===== src/rtl/wdp_pkg.sv =====
package wdp_pkg;
    localparam int unsigned REG_W = 8;

    typedef enum logic [1:0] {
        LK_CLOSED = 2'd0,
        LK_HALF   = 2'd1,
        LK_OPEN   = 2'd2
    } lock_st_e;

    typedef struct packed {
        logic run;
        logic minutes;
        logic kbd_ld;
        logic mse_ld;
    } wd_cfg_t;

    function automatic logic pick_tick(input logic minutes, input logic ts, input logic tm);
        return minutes ? tm : ts;
    endfunction
endpackage


===== src/rtl/wdp_keylock.sv =====
module wdp_keylock #(
    parameter int unsigned DW = wdp_pkg::REG_W,
    parameter logic [DW-1:0] KEY_OPEN  = 8'h87,
    parameter logic [DW-1:0] KEY_CLOSE = 8'hAA
) (
    input  logic          clk,
    input  logic          rst,
    input  logic          idx_wr,
    input  logic [DW-1:0] wdata,
    output logic          open_o,
    output logic [DW-1:0] idx_o
);
    import wdp_pkg::*;

    lock_st_e      st_q;
    logic [DW-1:0] idx_q;

    always_ff @(posedge clk) begin
        if (rst) begin
            st_q  <= LK_CLOSED;
            idx_q <= '0;
        end else if (idx_wr) begin
            unique case (st_q)
                LK_CLOSED: st_q <= (wdata == KEY_OPEN) ? LK_HALF : LK_CLOSED;
                LK_HALF:   st_q <= (wdata == KEY_OPEN) ? LK_OPEN : LK_CLOSED;
                LK_OPEN: begin
                    if (wdata == KEY_CLOSE) st_q <= LK_CLOSED;
                    else                    idx_q <= wdata;
                end
                default:   st_q <= LK_CLOSED;
            endcase
        end
    end

    assign open_o = (st_q == LK_OPEN);
    assign idx_o  = idx_q;
endmodule


===== src/rtl/wdp_regs.sv =====
module wdp_regs #(
    parameter int unsigned DW = wdp_pkg::REG_W,
    parameter logic [DW-1:0] IDX_PAGE = 8'h07,
    parameter logic [DW-1:0] PAGE_WD  = 8'h08,
    parameter logic [DW-1:0] IDX_EN   = 8'h30,
    parameter logic [DW-1:0] IDX_UNIT = 8'hF5,
    parameter logic [DW-1:0] IDX_CNT  = 8'hF6,
    parameter logic [DW-1:0] IDX_EVT  = 8'hF7,
    parameter int unsigned BIT_EN   = 0,
    parameter int unsigned BIT_UNIT = 3,
    parameter int unsigned BIT_KBD  = 6,
    parameter int unsigned BIT_MSE  = 7
) (
    input  logic             clk,
    input  logic             rst,
    input  logic             open_i,
    input  logic [DW-1:0]    idx_i,
    input  logic             data_wr,
    input  logic [DW-1:0]    wdata,
    input  logic [DW-1:0]    cnt_i,
    output wdp_pkg::wd_cfg_t cfg_o,
    output logic             cnt_wr_o,
    output logic [DW-1:0]    rdata
);
    import wdp_pkg::*;

    logic [DW-1:0] page_q;
    wd_cfg_t       cfg_q;
    logic          wr_ok;
    logic          wd_sel;

    assign wr_ok  = open_i && data_wr;
    assign wd_sel = (page_q == PAGE_WD);

    always_ff @(posedge clk) begin
        if (rst) begin
            page_q <= '0;
            cfg_q  <= '0;
        end else if (wr_ok) begin
            if (idx_i == IDX_PAGE) page_q <= wdata;
            if (wd_sel) begin
                if (idx_i == IDX_EN)   cfg_q.run     <= wdata[BIT_EN];
                if (idx_i == IDX_UNIT) cfg_q.minutes <= wdata[BIT_UNIT];
                if (idx_i == IDX_EVT) begin
                    cfg_q.kbd_ld <= wdata[BIT_KBD];
                    cfg_q.mse_ld <= wdata[BIT_MSE];
                end
            end
        end
    end

    assign cnt_wr_o = wr_ok && wd_sel && (idx_i == IDX_CNT);
    assign cfg_o    = cfg_q;

    always_comb begin
        rdata = '0;
        if (!open_i) begin
            rdata = '1;
        end else if (idx_i == IDX_PAGE) begin
            rdata = page_q;
        end else if (wd_sel) begin
            if (idx_i == IDX_EN)   rdata[BIT_EN]   = cfg_q.run;
            if (idx_i == IDX_UNIT) rdata[BIT_UNIT] = cfg_q.minutes;
            if (idx_i == IDX_CNT)  rdata           = cnt_i;
            if (idx_i == IDX_EVT) begin
                rdata[BIT_KBD] = cfg_q.kbd_ld;
                rdata[BIT_MSE] = cfg_q.mse_ld;
            end
        end
    end
endmodule


===== src/rtl/wdp_timer.sv =====
module wdp_timer #(
    parameter int unsigned CW = wdp_pkg::REG_W
) (
    input  logic             clk,
    input  logic             rst,
    input  wdp_pkg::wd_cfg_t cfg_i,
    input  logic             cnt_wr,
    input  logic [CW-1:0]    wdata,
    input  logic             tick_sec,
    input  logic             tick_min,
    input  logic             kbd_evt,
    input  logic             mouse_evt,
    output logic [CW-1:0]    cnt_o,
    output logic             ld_any_o,
    output logic             expire_o
);
    import wdp_pkg::*;

    localparam logic [CW-1:0] ONE = CW'(1);

    logic [CW-1:0] cnt_q;
    logic [CW-1:0] reload_q;
    logic          expire_q;
    logic          evt_ld;
    logic          step;

    assign evt_ld = (cfg_i.kbd_ld && kbd_evt) || (cfg_i.mse_ld && mouse_evt);
    assign step   = cfg_i.run && pick_tick(cfg_i.minutes, tick_sec, tick_min) && (cnt_q != '0);

    always_ff @(posedge clk) begin
        if (rst) begin
            cnt_q    <= '0;
            reload_q <= '0;
            expire_q <= 1'b0;
        end else begin
            expire_q <= 1'b0;
            if (cnt_wr) begin
                cnt_q    <= wdata;
                reload_q <= wdata;
            end else if (evt_ld) begin
                cnt_q <= reload_q;
            end else if (step) begin
                cnt_q    <= cnt_q - ONE;
                expire_q <= (cnt_q == ONE);
            end
        end
    end

    assign cnt_o    = cnt_q;
    assign ld_any_o = cnt_wr || evt_ld;
    assign expire_o = expire_q;
endmodule


===== src/rtl/wdp_watchdog.sv =====
module wdp_watchdog #(
    parameter int unsigned DW = wdp_pkg::REG_W,
    parameter logic [DW-1:0] KEY_OPEN  = 8'h87,
    parameter logic [DW-1:0] KEY_CLOSE = 8'hAA
) (
    input  logic          clk,
    input  logic          rst,
    input  logic          idx_wr,
    input  logic          data_wr,
    input  logic [DW-1:0] wdata,
    input  logic          tick_sec,
    input  logic          tick_min,
    input  logic          kbd_evt,
    input  logic          mouse_evt,
    output logic [DW-1:0] rdata,
    output logic          wdt_reset
);
    import wdp_pkg::*;

    logic          lk_open;
    logic [DW-1:0] idx_q;
    logic [DW-1:0] cnt_q;
    logic          cnt_wr;
    logic          ld_any;
    wd_cfg_t       cfg;

    wdp_keylock #(.DW(DW), .KEY_OPEN(KEY_OPEN), .KEY_CLOSE(KEY_CLOSE)) u_lock (
        .clk(clk), .rst(rst), .idx_wr(idx_wr), .wdata(wdata),
        .open_o(lk_open), .idx_o(idx_q)
    );

    wdp_regs #(.DW(DW)) u_regs (
        .clk(clk), .rst(rst), .open_i(lk_open), .idx_i(idx_q),
        .data_wr(data_wr), .wdata(wdata), .cnt_i(cnt_q),
        .cfg_o(cfg), .cnt_wr_o(cnt_wr), .rdata(rdata)
    );

    wdp_timer #(.CW(DW)) u_timer (
        .clk(clk), .rst(rst), .cfg_i(cfg), .cnt_wr(cnt_wr), .wdata(wdata),
        .tick_sec(tick_sec), .tick_min(tick_min),
        .kbd_evt(kbd_evt), .mouse_evt(mouse_evt),
        .cnt_o(cnt_q), .ld_any_o(ld_any), .expire_o(wdt_reset)
    );
endmodule


===== config.mk =====
export PLATFORM = sky130hd
export DESIGN_NAME = wdp_watchdog
export DESIGN_NICKNAME = d
export VERILOG_FILES = /design/src/rtl/wdp_pkg.sv /design/src/rtl/wdp_keylock.sv /design/src/rtl/wdp_regs.sv /design/src/rtl/wdp_timer.sv /design/src/rtl/wdp_watchdog.sv
export SDC_FILE = /design/constraint.sdc
export NUM_CORES = 1
export LEC_CHECK = 0
export BUFFER_PORTS_ARGS = -buffer_cell sky130_fd_sc_hd__buf_2
export CAP_MARGIN = 40
export CORE_MARGIN = 4
export CORE_UTILIZATION = 25
export CTS_BUF_LIST = sky130_fd_sc_hd__clkbuf_8
export DETAILED_ROUTE_END_ITERATION = 10
export PLACE_DENSITY_LB_ADDON = 0.05
export SETUP_SLACK_MARGIN = 0.3
export SLEW_MARGIN = 0
export SYNTH_ARGS = -nofsm -noshare
export SYNTH_HDL_FRONTEND = slang
export SYNTH_SLANG_ARGS = --single-unit

===== constraint.sdc =====
create_clock -name clk -period 1.9 [get_ports clk]
set_input_delay 0.285 -clock clk [delete_from_list [all_inputs] [get_ports clk]]
set_output_delay 0.285 -clock clk [all_outputs]
set_load 0.02 [all_outputs]

; ---- After elaboration in Yosys (flattened, before gate mapping)
; Cells that the tools add are included.
[totals]
ff_bits = 39
latchBits = 0
ram_bits = 0
mem_bits_ro = 0
inputBits = 16
out_inout_bits = 9
elab_cells = 58
mem_count = 0
[op_classes]
n_addsub = 1
n_mul = 0
div = 0
order_cmp = 0
eq_ne = 12
shifts = 0
mux = 15
bitwise_logic = 2
reduce_logical = 18
[op_table]
columns = operator, n
row1 = $mux W8, 7
row2 = $eq A8 B8 Y1 const B, 5
row3 = $reduce_and A3 Y1, 4
row4 = $eq A8 B1 Y1 const B, 1
row5 = $eq A8 B3 Y1 const B, 1
row6 = $eq A8 B4 Y1 const B, 1
row7 = $eq A8 B6 Y1 const B, 1
row8 = $reduce_bool A8 Y1, 1
row9 = $sub A8 B1 Y8 const B, 1
row10 = $logic_and A1 B1 Y1, 7
row11 = $mux W2, 3
row12 = $pmux W2 S3, 1
row13 = $mux W1, 4
row14 = $reduce_and A2 Y1, 2
row15 = $reduce_or A4 Y1, 1
row16 = $reduce_bool A3 Y1, 1
row17 = $eq A2 B1 Y1 const B, 1
row18 = $eq A2 B2 Y1 const B, 1
row19 = $logic_not A2 Y1, 1
row20 = $ne A2 B2 Y1 const B, 1
row21 = $not A1 Y1, 2
row22 = $logic_or A1 B1 Y1, 1

; ---- Longest topological paths before layout
; Gate-level depths: netlist of the first run.
[logic_depth]
word_depth = 7
depth_mapped = 7

; ---- Modules after synthesis
; From an unflattened synthesis of the first run, not the netlist that was laid out.
[hier_totals]
cells_unflattened = 252
hier_area_um2 = 2213.4
[modules_own_cells]
columns = module, n_inst, cells_per_inst, area_per_inst_um2, seq_area_each_um2
row1 = wdp_timer, 1, 113, 930.9, 340.3
row2 = wdp_regs, 1, 87, 747.0, 240.2
row3 = wdp_keylock, 1, 52, 535.5, 200.2

; ---- Worst setup path before layout of the first run
; OpenSTA, ideal clock, no wires.
[synth_path]
path_kind = register -> output
startpoint = register u_regs.page_q[4]
endpoint = output port rdata[6]
t_arrival_ns = 1.716
setup_slack_ns = -0.101
stages_incl_launch_ff = 5
path_buffers = 0
cell_sequence = dfxtp_1 -> nor4b_1 -> o211ai_1 -> or2_2 -> o21ai_0
[synth_between]
elab_chain_len = 4
[synth_rtl]
columns = element, line
row1 = "start, declared", wdp_regs.sv:27  ; logic [DW-1:0] page_q;
row2 = "start signal, assigned", wdp_regs.sv:40  ; if (idx_i == IDX_PAGE) page_q <= wdata;
row3 = $eq A8 B4 Y1, wdp_regs.sv:33  ; assign wd_sel = (page_q == PAGE_WD);
row4 = $mux W8, wdp_regs.sv:61  ; end else if (wd_sel) begin
row5 = $mux W8, wdp_regs.sv:59  ; end else if (idx_i == IDX_PAGE) begin
row6 = $mux W8, wdp_regs.sv:57  ; if (!open_i) begin
row7 = "end, declared", wdp_watchdog.sv:15  ; output logic [DW-1:0] rdata,
; No other way between the ends.

; ---- Final worst setup path of the first run
[layout_path]
startpoint = register u_lock.idx_q[7], in the netlist u_lock.idx_o[7]
endpoint = output port rdata[4]
[layout_between]
elab_chain_len = 5
[layout_rtl]
columns = element, line
row1 = "start, declared", wdp_keylock.sv:16  ; logic [DW-1:0] idx_q;
row2 = "start signal, assigned", wdp_keylock.sv:28  ; else idx_q <= wdata;
row3 = $eq A8 B8 Y1, wdp_regs.sv:64  ; if (idx_i == IDX_CNT) rdata = cnt_i;
row4 = $mux W8, wdp_regs.sv:64
row5 = $mux W8, wdp_regs.sv:61
row6 = $mux W8 *, wdp_regs.sv:59
row7 = $mux W8 *, wdp_regs.sv:57
; Mark *: on every way between the ends. The rest lies on a longest branch, timed or not.

==> run summary, run 1 <==
Outcome - finished, violations left
Failing checks - setup timing
Startpoint types - register
Root Buffer - clkbuf_8
CORE AREA - 7770 um2
Crit-path max FO - 4
Fmax - 441 MHz
Largest net degree at the start of global routing - 34
Lkg Pwr - 0.00132 uW
Grt met2 use - 23.8%
Pwr Density - 479 nW/um2
Worst-path cell chain - or4_4, o211ai_1, nor2_2, a221o_2, buf_6
Synth Register Bits - 39
Synth cell types - 51
Yosys Warn Count - 0
Buffers plus inverters on the worst setup path - 1
Synth Flop Type - dfxtp_1
Min-delay src - rst
Number of detailed-route iterations in the first pass - 4
WP data arrival - 1980 ps
R2r endpoint - u_timer.cnt_o[6]$_SDFFE_PP0P_
Synth Area per Inst - 8.53 um2
Hold depth - 2
Worst VDD drop - 0.000211 V
Cts bufs inserted - 5
Final hold viol count - 0
Initial antenna violation count - 0
Fin Clk Skew - 6.64 ps
R2R Setup Slk - -10 ps
GR Util met3 - 3.02%
Avg WL per Cell - 17.2 um
WP data required - 1620 ps
GR peak layer - met2
DR iter-0 viols - 83
Worst reg2reg startpoint - u_timer.cnt_o[1]$_SDFFE_PP0P_
Max clock buf depth - 2
Final instance area - 3240 um2
Vias - 2109
CP endpoint kind - output port
Min Tclk post-route - 2270 ps
IO Pins - 25
Worst-Skew Late Latency - 290 ps
Crit path launch - u_lock.idx_o[7]$_SDFFE_PP0P_
Post-DRT Antenna Nets - 0
Clk slew on worst S/H paths - 80 ps
# hold bufs at CTS - 0
Die Area - 9510 um2
Part of the cycle the worst path needs - 119%
Met1 Resource Use GR - 20.8%
Vias/cell - 5.02
Critical-path top delay cell - or4_4
Worst setup path class - register to output port
Slew headroom - 70.1%
EDFF count, synth - 0
Grt total ovfl - 0
# DRC - 0
Post-DP HPWL - 5.17 mm
Placed cell area - 2630 um2
Die Y - 97.5 um
Setup WS pre-CTS - -91.7 ps
Delay of the slowest critical-path stage - 540 ps
H-tree levels - 2
Most frequent cells in the layout - buf_4, dfxtp_1, nand2_1, nor2_1, buf_6
Part of the Yosys area used for sequential elements - 39.0%
Area Overhead vs Synth - 61.4%
Slew @ Worst Pin - 448 ps
Post-Synthesis Cells - 235
ANT cells - 0
Max cap viols - 0
IO Port Bufs - 24
Drt total wl - 7.22 mm
Min-Delay Endpoint - u_timer.cnt_o[0]$_SDFFE_PP0P_
Delay-heaviest family, CP - simple AND/OR/NAND/NOR gates
Total Routing Usage GR - 15.0%
First-pass GRT wire length - 11.2 mm
Initial core utilization - 25.8%
Total number of clock tree sinks - 39
CTS tree - built
Synth Net Count - 253
Synth async-reset ratio - 0%
Post-Syn Area - 2000 um2
GP Congestion - 0.779
Worst reg2reg path depth - 8
Fin nets - 337
PnR worst setup slack - -369 ps
Most common cell after layout, fill and taps aside - buf_4
Path category of the worst min-delay check - primary input to register
Max-slew violations - 0
Final setup violation count - 12
Share of cells above drive strength 1 - 51.9%
Die width - 97.5 um
Vias in the first global route - 2034
# rows - 32
RSZ-0062 raised after global routing - yes
## Yosys cell counts (2+ instances only)
master / instances / area share [%]
nor2b_1: 3 / 0.94
o21ai_0: 4 / 1.0
o211ai_1: 3 / 1.1
ha_1: 2 / 1.2
nor2_1: 22 / 4.1
nor4_1: 5 / 1.6
nand3_1: 9 / 2.2
o221ai_1: 3 / 1.3
a221o_1: 3 / 1.5
a211oi_1: 2 / 0.75
a21oi_1: 24 / 6.0
or4_1: 3 / 1.1
nand2b_1: 3 / 0.94
nor4bb_1: 2 / 1.0
clkbuf_1: 8 / 1.5
o2111ai_1: 2 / 0.87
nor4b_1: 2 / 0.87
nand4_1: 3 / 0.94
dfxtp_1: 39 / 39
a22oi_1: 5 / 1.9
mux2i_1: 14 / 7.0
a41oi_1: 3 / 1.3
a211o_1: 2 / 0.87
a221oi_1: 3 / 1.3
xnor2_1: 3 / 1.3
nor3_1: 2 / 0.50
nand2_1: 31 / 5.8
inv_1: 7 / 1.3
## report_power, final
part	internal [uW]	leakage [uW]	switching [uW]
Combinational	82.5	0.000957	110
Sequential	821	0.000321	4.79
Clock	240	0.0000413	289
## layer usage
metal  vias up  part of all wire (%)
met3         7                   2.8
met1      1027                    49
met5         -                     0
met4         0                   1.0
li1       1042                     -
met2        33                    47
## registers in the layout, summed over array words and instances, names as in the netlist
register,count
u_timer.reload_q,8
u_lock.st_q,2
u_regs.cfg_o,4
u_timer.cnt_o,8
u_regs.page_q,8
u_timer.expire_o,1
u_lock.idx_o,8
## logic make-up after synthesis
family                     after synthesis  synth area share [%]
adders and majority gates                2                  1.25
muxes                                   15                  7.55
buffers and inverters                   18                  3.81
and+or+nand+nor                         97                  25.1
xor gates and xnor gates                 4                  1.75
DFF                                     39                  39.0
AOI/OAI and AO/OA                       60                  21.6
## worst register-to-register path: stages (launching register included)
cell	delay [ps]
dfxtp_4	360
inv_4	60
ha_4	130
or3b_4	430
o211ai_4	300
buf_6	150
buf_6	80
and3_4	210
a221oi_2	60
## area by class of cell
type                       instances  area [um2]
sequential                        39         800
timing repair buffer              88         737
multi-input combinational        178        1470
fill                             800        4530
clock buffer                       5        68.8
clock inverter                     1        3.75
inverter                           7        28.8
tap                              102         128
## what timing repair did
| item | 4_1_cts | 5_1_grt |
|---|---|---|
| pin swaps | 26 | 17 |
| buffers inserted | 10 | 10 |
| gates cloned | 0 | 1 |
| endpoints found under the setup margin | 36 | 44 |
| gates resized for setup | 66 | 28 |
## worst max-delay path by stage
stage | end | cells after the start
after floorplan | rdata[4] | 4
after global placement | rdata[0] | 6
after detailed placement | rdata[4] | 5
after CTS | rdata[4] | 5
after global routing | rdata[4] | 5
final | rdata[4] | 5
## metrics by stage
step           hold WS [ps]  cells  total power, uW  setup TNS [ps]  util, %
5_1_grt                 293    420             1620           -3620     41.7
3_3_place_gp            442    393             1000            -359     33.8
4_1_cts                 265    409             1570           -2820     39.0
6_report                281    420             1550           -2380     41.7
3_5_place_dp            448    393             1000            -392     33.8
2_1_floorplan           421    235              920               0        -
Power figures use the tool's default switching activity.
==> run 2, diff against run 1 <==
Settings changed: CELL_PAD_IN_SITES_DETAIL_PLACEMENT from default to 0, CELL_PAD_IN_SITES_GLOBAL_PLACEMENT from default to 1, RECOVER_POWER from default to 50.
==> run 2 against run 1 <==
Compared with the run above: the run still ends with setup timing left; clock skew is 7.6 ps higher; total power hardly changed; clock-buffer cell count stayed put; register-to-register slack worse by 70 ps; largest cell class unchanged.
==> run summary, run 2 (synthesized netlist as in run 1, its figures left out) <==
Register share of total power - 53.5% (about the same)
Fmax - 436 MHz (-1.0%)
Worst-Skew Late Latency - 290 ps (about the same)
Setup WS pre-CTS - -98.4 ps (-6.69 ps)
Part of the cycle the worst path needs - 121% (+1.2 points)
PnR worst setup slack - -392 ps (-23.7 ps)
Outcome - finished, violations left
Post-DRT Antenna Nets - 0 (unchanged)
Pint - 1140 uW (-0.47%)
Slew headroom - 70.7% (+0.60 points)
Clock power frac - 35.0% (+0.8 points)
Lkg Pwr - 0.00123 uW (-6.9%)
Largest net degree at the start of global routing - 21 (-38%)
Initial core utilization - 25.8% (unchanged)
Slew @ Worst Pin - 439 ps (-8.98 ps)
Final core utilization - 39.4% (-2.3 points)
DR iter-0 viols - 82 (-1.2%)
Max-slew violations - 0 (unchanged)
CP endpoint kind - output port
# hold bufs at CTS - 0 (unchanged)
Switching power - 409 uW (+1.2%)
CORE AREA - 7770 um2 (unchanged)
Number of detailed-route iterations in the first pass - 4 (unchanged)
Cts bufs inserted - 5 (unchanged)
GP Congestion - 0.787 (+1.0%)
Die width - 97.5 um (unchanged)
Max clock buf depth - 2 (unchanged)
Total number of clock tree sinks - 39 (unchanged)
Area Overhead vs Synth - 52.6%
Worst setup path class - register to output port
# DRC - 0 (unchanged)
RSZ-0062 raised after global routing - yes
WP data required - 1620 ps (about the same)
Root Buffer - clkbuf_8
Grt total ovfl - 0 (unchanged)
Most common cell after layout, fill and taps aside - buf_4
Drt total wl - 7.10 mm (-1.7%)
Post-DP HPWL - 5.31 mm (+2.8%)
H-tree levels - 2 (unchanged)
Startpoint types - register
Vias in the first global route - 2067 (+1.6%)
Vias - 2041 (-3.2%)
Final hold viol count - 0 (unchanged)
Initial antenna violation count - 0 (unchanged)
Path category of the worst min-delay check - primary input to register
ANT cells - 0 (unchanged)
Fin Clk Skew - 14.3 ps (+7.63 ps)
First-pass GRT wire length - 11.2 mm (about the same)
Vias/cell - 4.99 (-0.62%)
Most frequent cells in the layout - buf_4, dfxtp_1, nand2_1, nor2_1, a21oi_1
IO Port Bufs - 24 (unchanged)
WP data arrival - 2010 ps (+30 ps)
Share of power burned in combinational logic - 11.4% (-1.1 points)
Sw frac - 26.5% (+0.32 points)
Die Y - 97.5 um (unchanged)
Worst VDD drop - 0.000220 V (+4.2%)
CTS tree - built
Total Routing Usage GR - 14.8% (-0.15 points)
Final setup violation count - 13 (+1)
Failing checks - setup timing
Clk slew on worst S/H paths - 80 ps (about the same)
Share of cells above drive strength 1 - 46.6% (-5.3 points)
# rows - 32 (unchanged)
Avg WL per Cell - 17.3 um (+0.97%)
IO Pins - 25 (unchanged)
Pwr Density - 506 nW/um2 (+5.7%)
Min Tclk post-route - 2290 ps (+23.7 ps)
Fin nets - 326 (-3.3%)
Max cap viols - 0 (unchanged)
Die Area - 9510 um2 (unchanged)
Crit-path max FO - 4 (unchanged)
-- run 2: changes by cell type in the layout (fill, tap and decap cells not counted), moves of 2 or more --
cell      before  now
dfxtp_1       28   32
o21ai_2        3    1
buf_4         49   46
o221ai_1       3    1
nand2_1       21   23
dfxtp_2        9    6
nand2_4        4    6
nand2_2        6    2
clkbuf_1       0    2
o221ai_2       0    2
buf_6         19   10
o21ai_1        0    2
-- run 2: power by group through the flow --
stage	Clock (uW)	Sequential [uW]	Combinational (uW)
6_report	542	829	177
5_1_grt	597	830	191
4_1_cts	570	829	171
3_5_place_dp	0	848	156
3_3_place_gp	0	848	156
2_1_floorplan	0	848	72.6
-- run 2: worst max-delay path, cell delays in order, from the launching register on --
cell and delay [ps]:
dfxtp_2 330, or4_4 530, o211ai_1 260, nor2_2 110, a221o_2 360, buf_6 130
-- run 2: per-layer routing --
layer  part of all wire [%]  global-route usage, %  up-vias
met5                      0                      0        -
met2                     46                   23.5       40
li1                       -                      -     1017
met3                    3.6                   2.73        8
met4                    1.6                   3.94        0
met1                     48                   20.6      976
-- run 2: what timing repair did --
item | 4_1_cts | 5_1_grt
pin swaps | 7 | 18
gates cloned | 0 | 0
buffers inserted | 3 | 7
gates resized for setup | 25 | 52
setup endpoints to repair | 45 | 45
-- run 2: cell type report --
cell class | count | area (um2)
clock buffers | 5 | 68.8
clock inverters | 1 | 7.51
fillers | 819 | 4710
inverters | 7 | 26.3
multi-input cells | 178 | 1460
flip-flops and latches | 39 | 792
well taps | 102 | 128
repair buffers | 77 | 581
-- run 2: metrics by stage --
| stage | hold slack, ps | area (um2) | TNS, ps | total power (uW) | instances |
|---|---|---|---|---|---|
| floorplan | 421 | 2090 | 0 | 920 | 235 |
| global placement | 445 | 2620 | -859 | 1000 | 393 |
| detailed placement | 450 | 2620 | -665 | 1000 | 393 |
| CTS | 315 | 2820 | -2900 | 1570 | 402 |
| global route | 321 | 3060 | -4720 | 1620 | 409 |
| finish | 320 | 3060 | -2720 | 1550 | 409 |
-- run 2: worst paths after layout --
check / from / end / slack, ps / cells after the start
min reg2reg: u_timer.reload_q[2]$_SDFFE_PP0P_ / u_timer.reload_q[2]$_SDFFE_PP0P_ / 460 / 2
max: u_lock.idx_o[7]$_SDFFE_PP0P_ / rdata[4] / -390 / 5
max reg2reg: u_lock.idx_o[6]$_SDFFE_PP0P_ / u_timer.cnt_o[7]$_SDFFE_PP0P_ / -80 / 7
min: wdata[5] / u_lock.idx_o[5]$_SDFFE_PP0P_ / 320 / 3
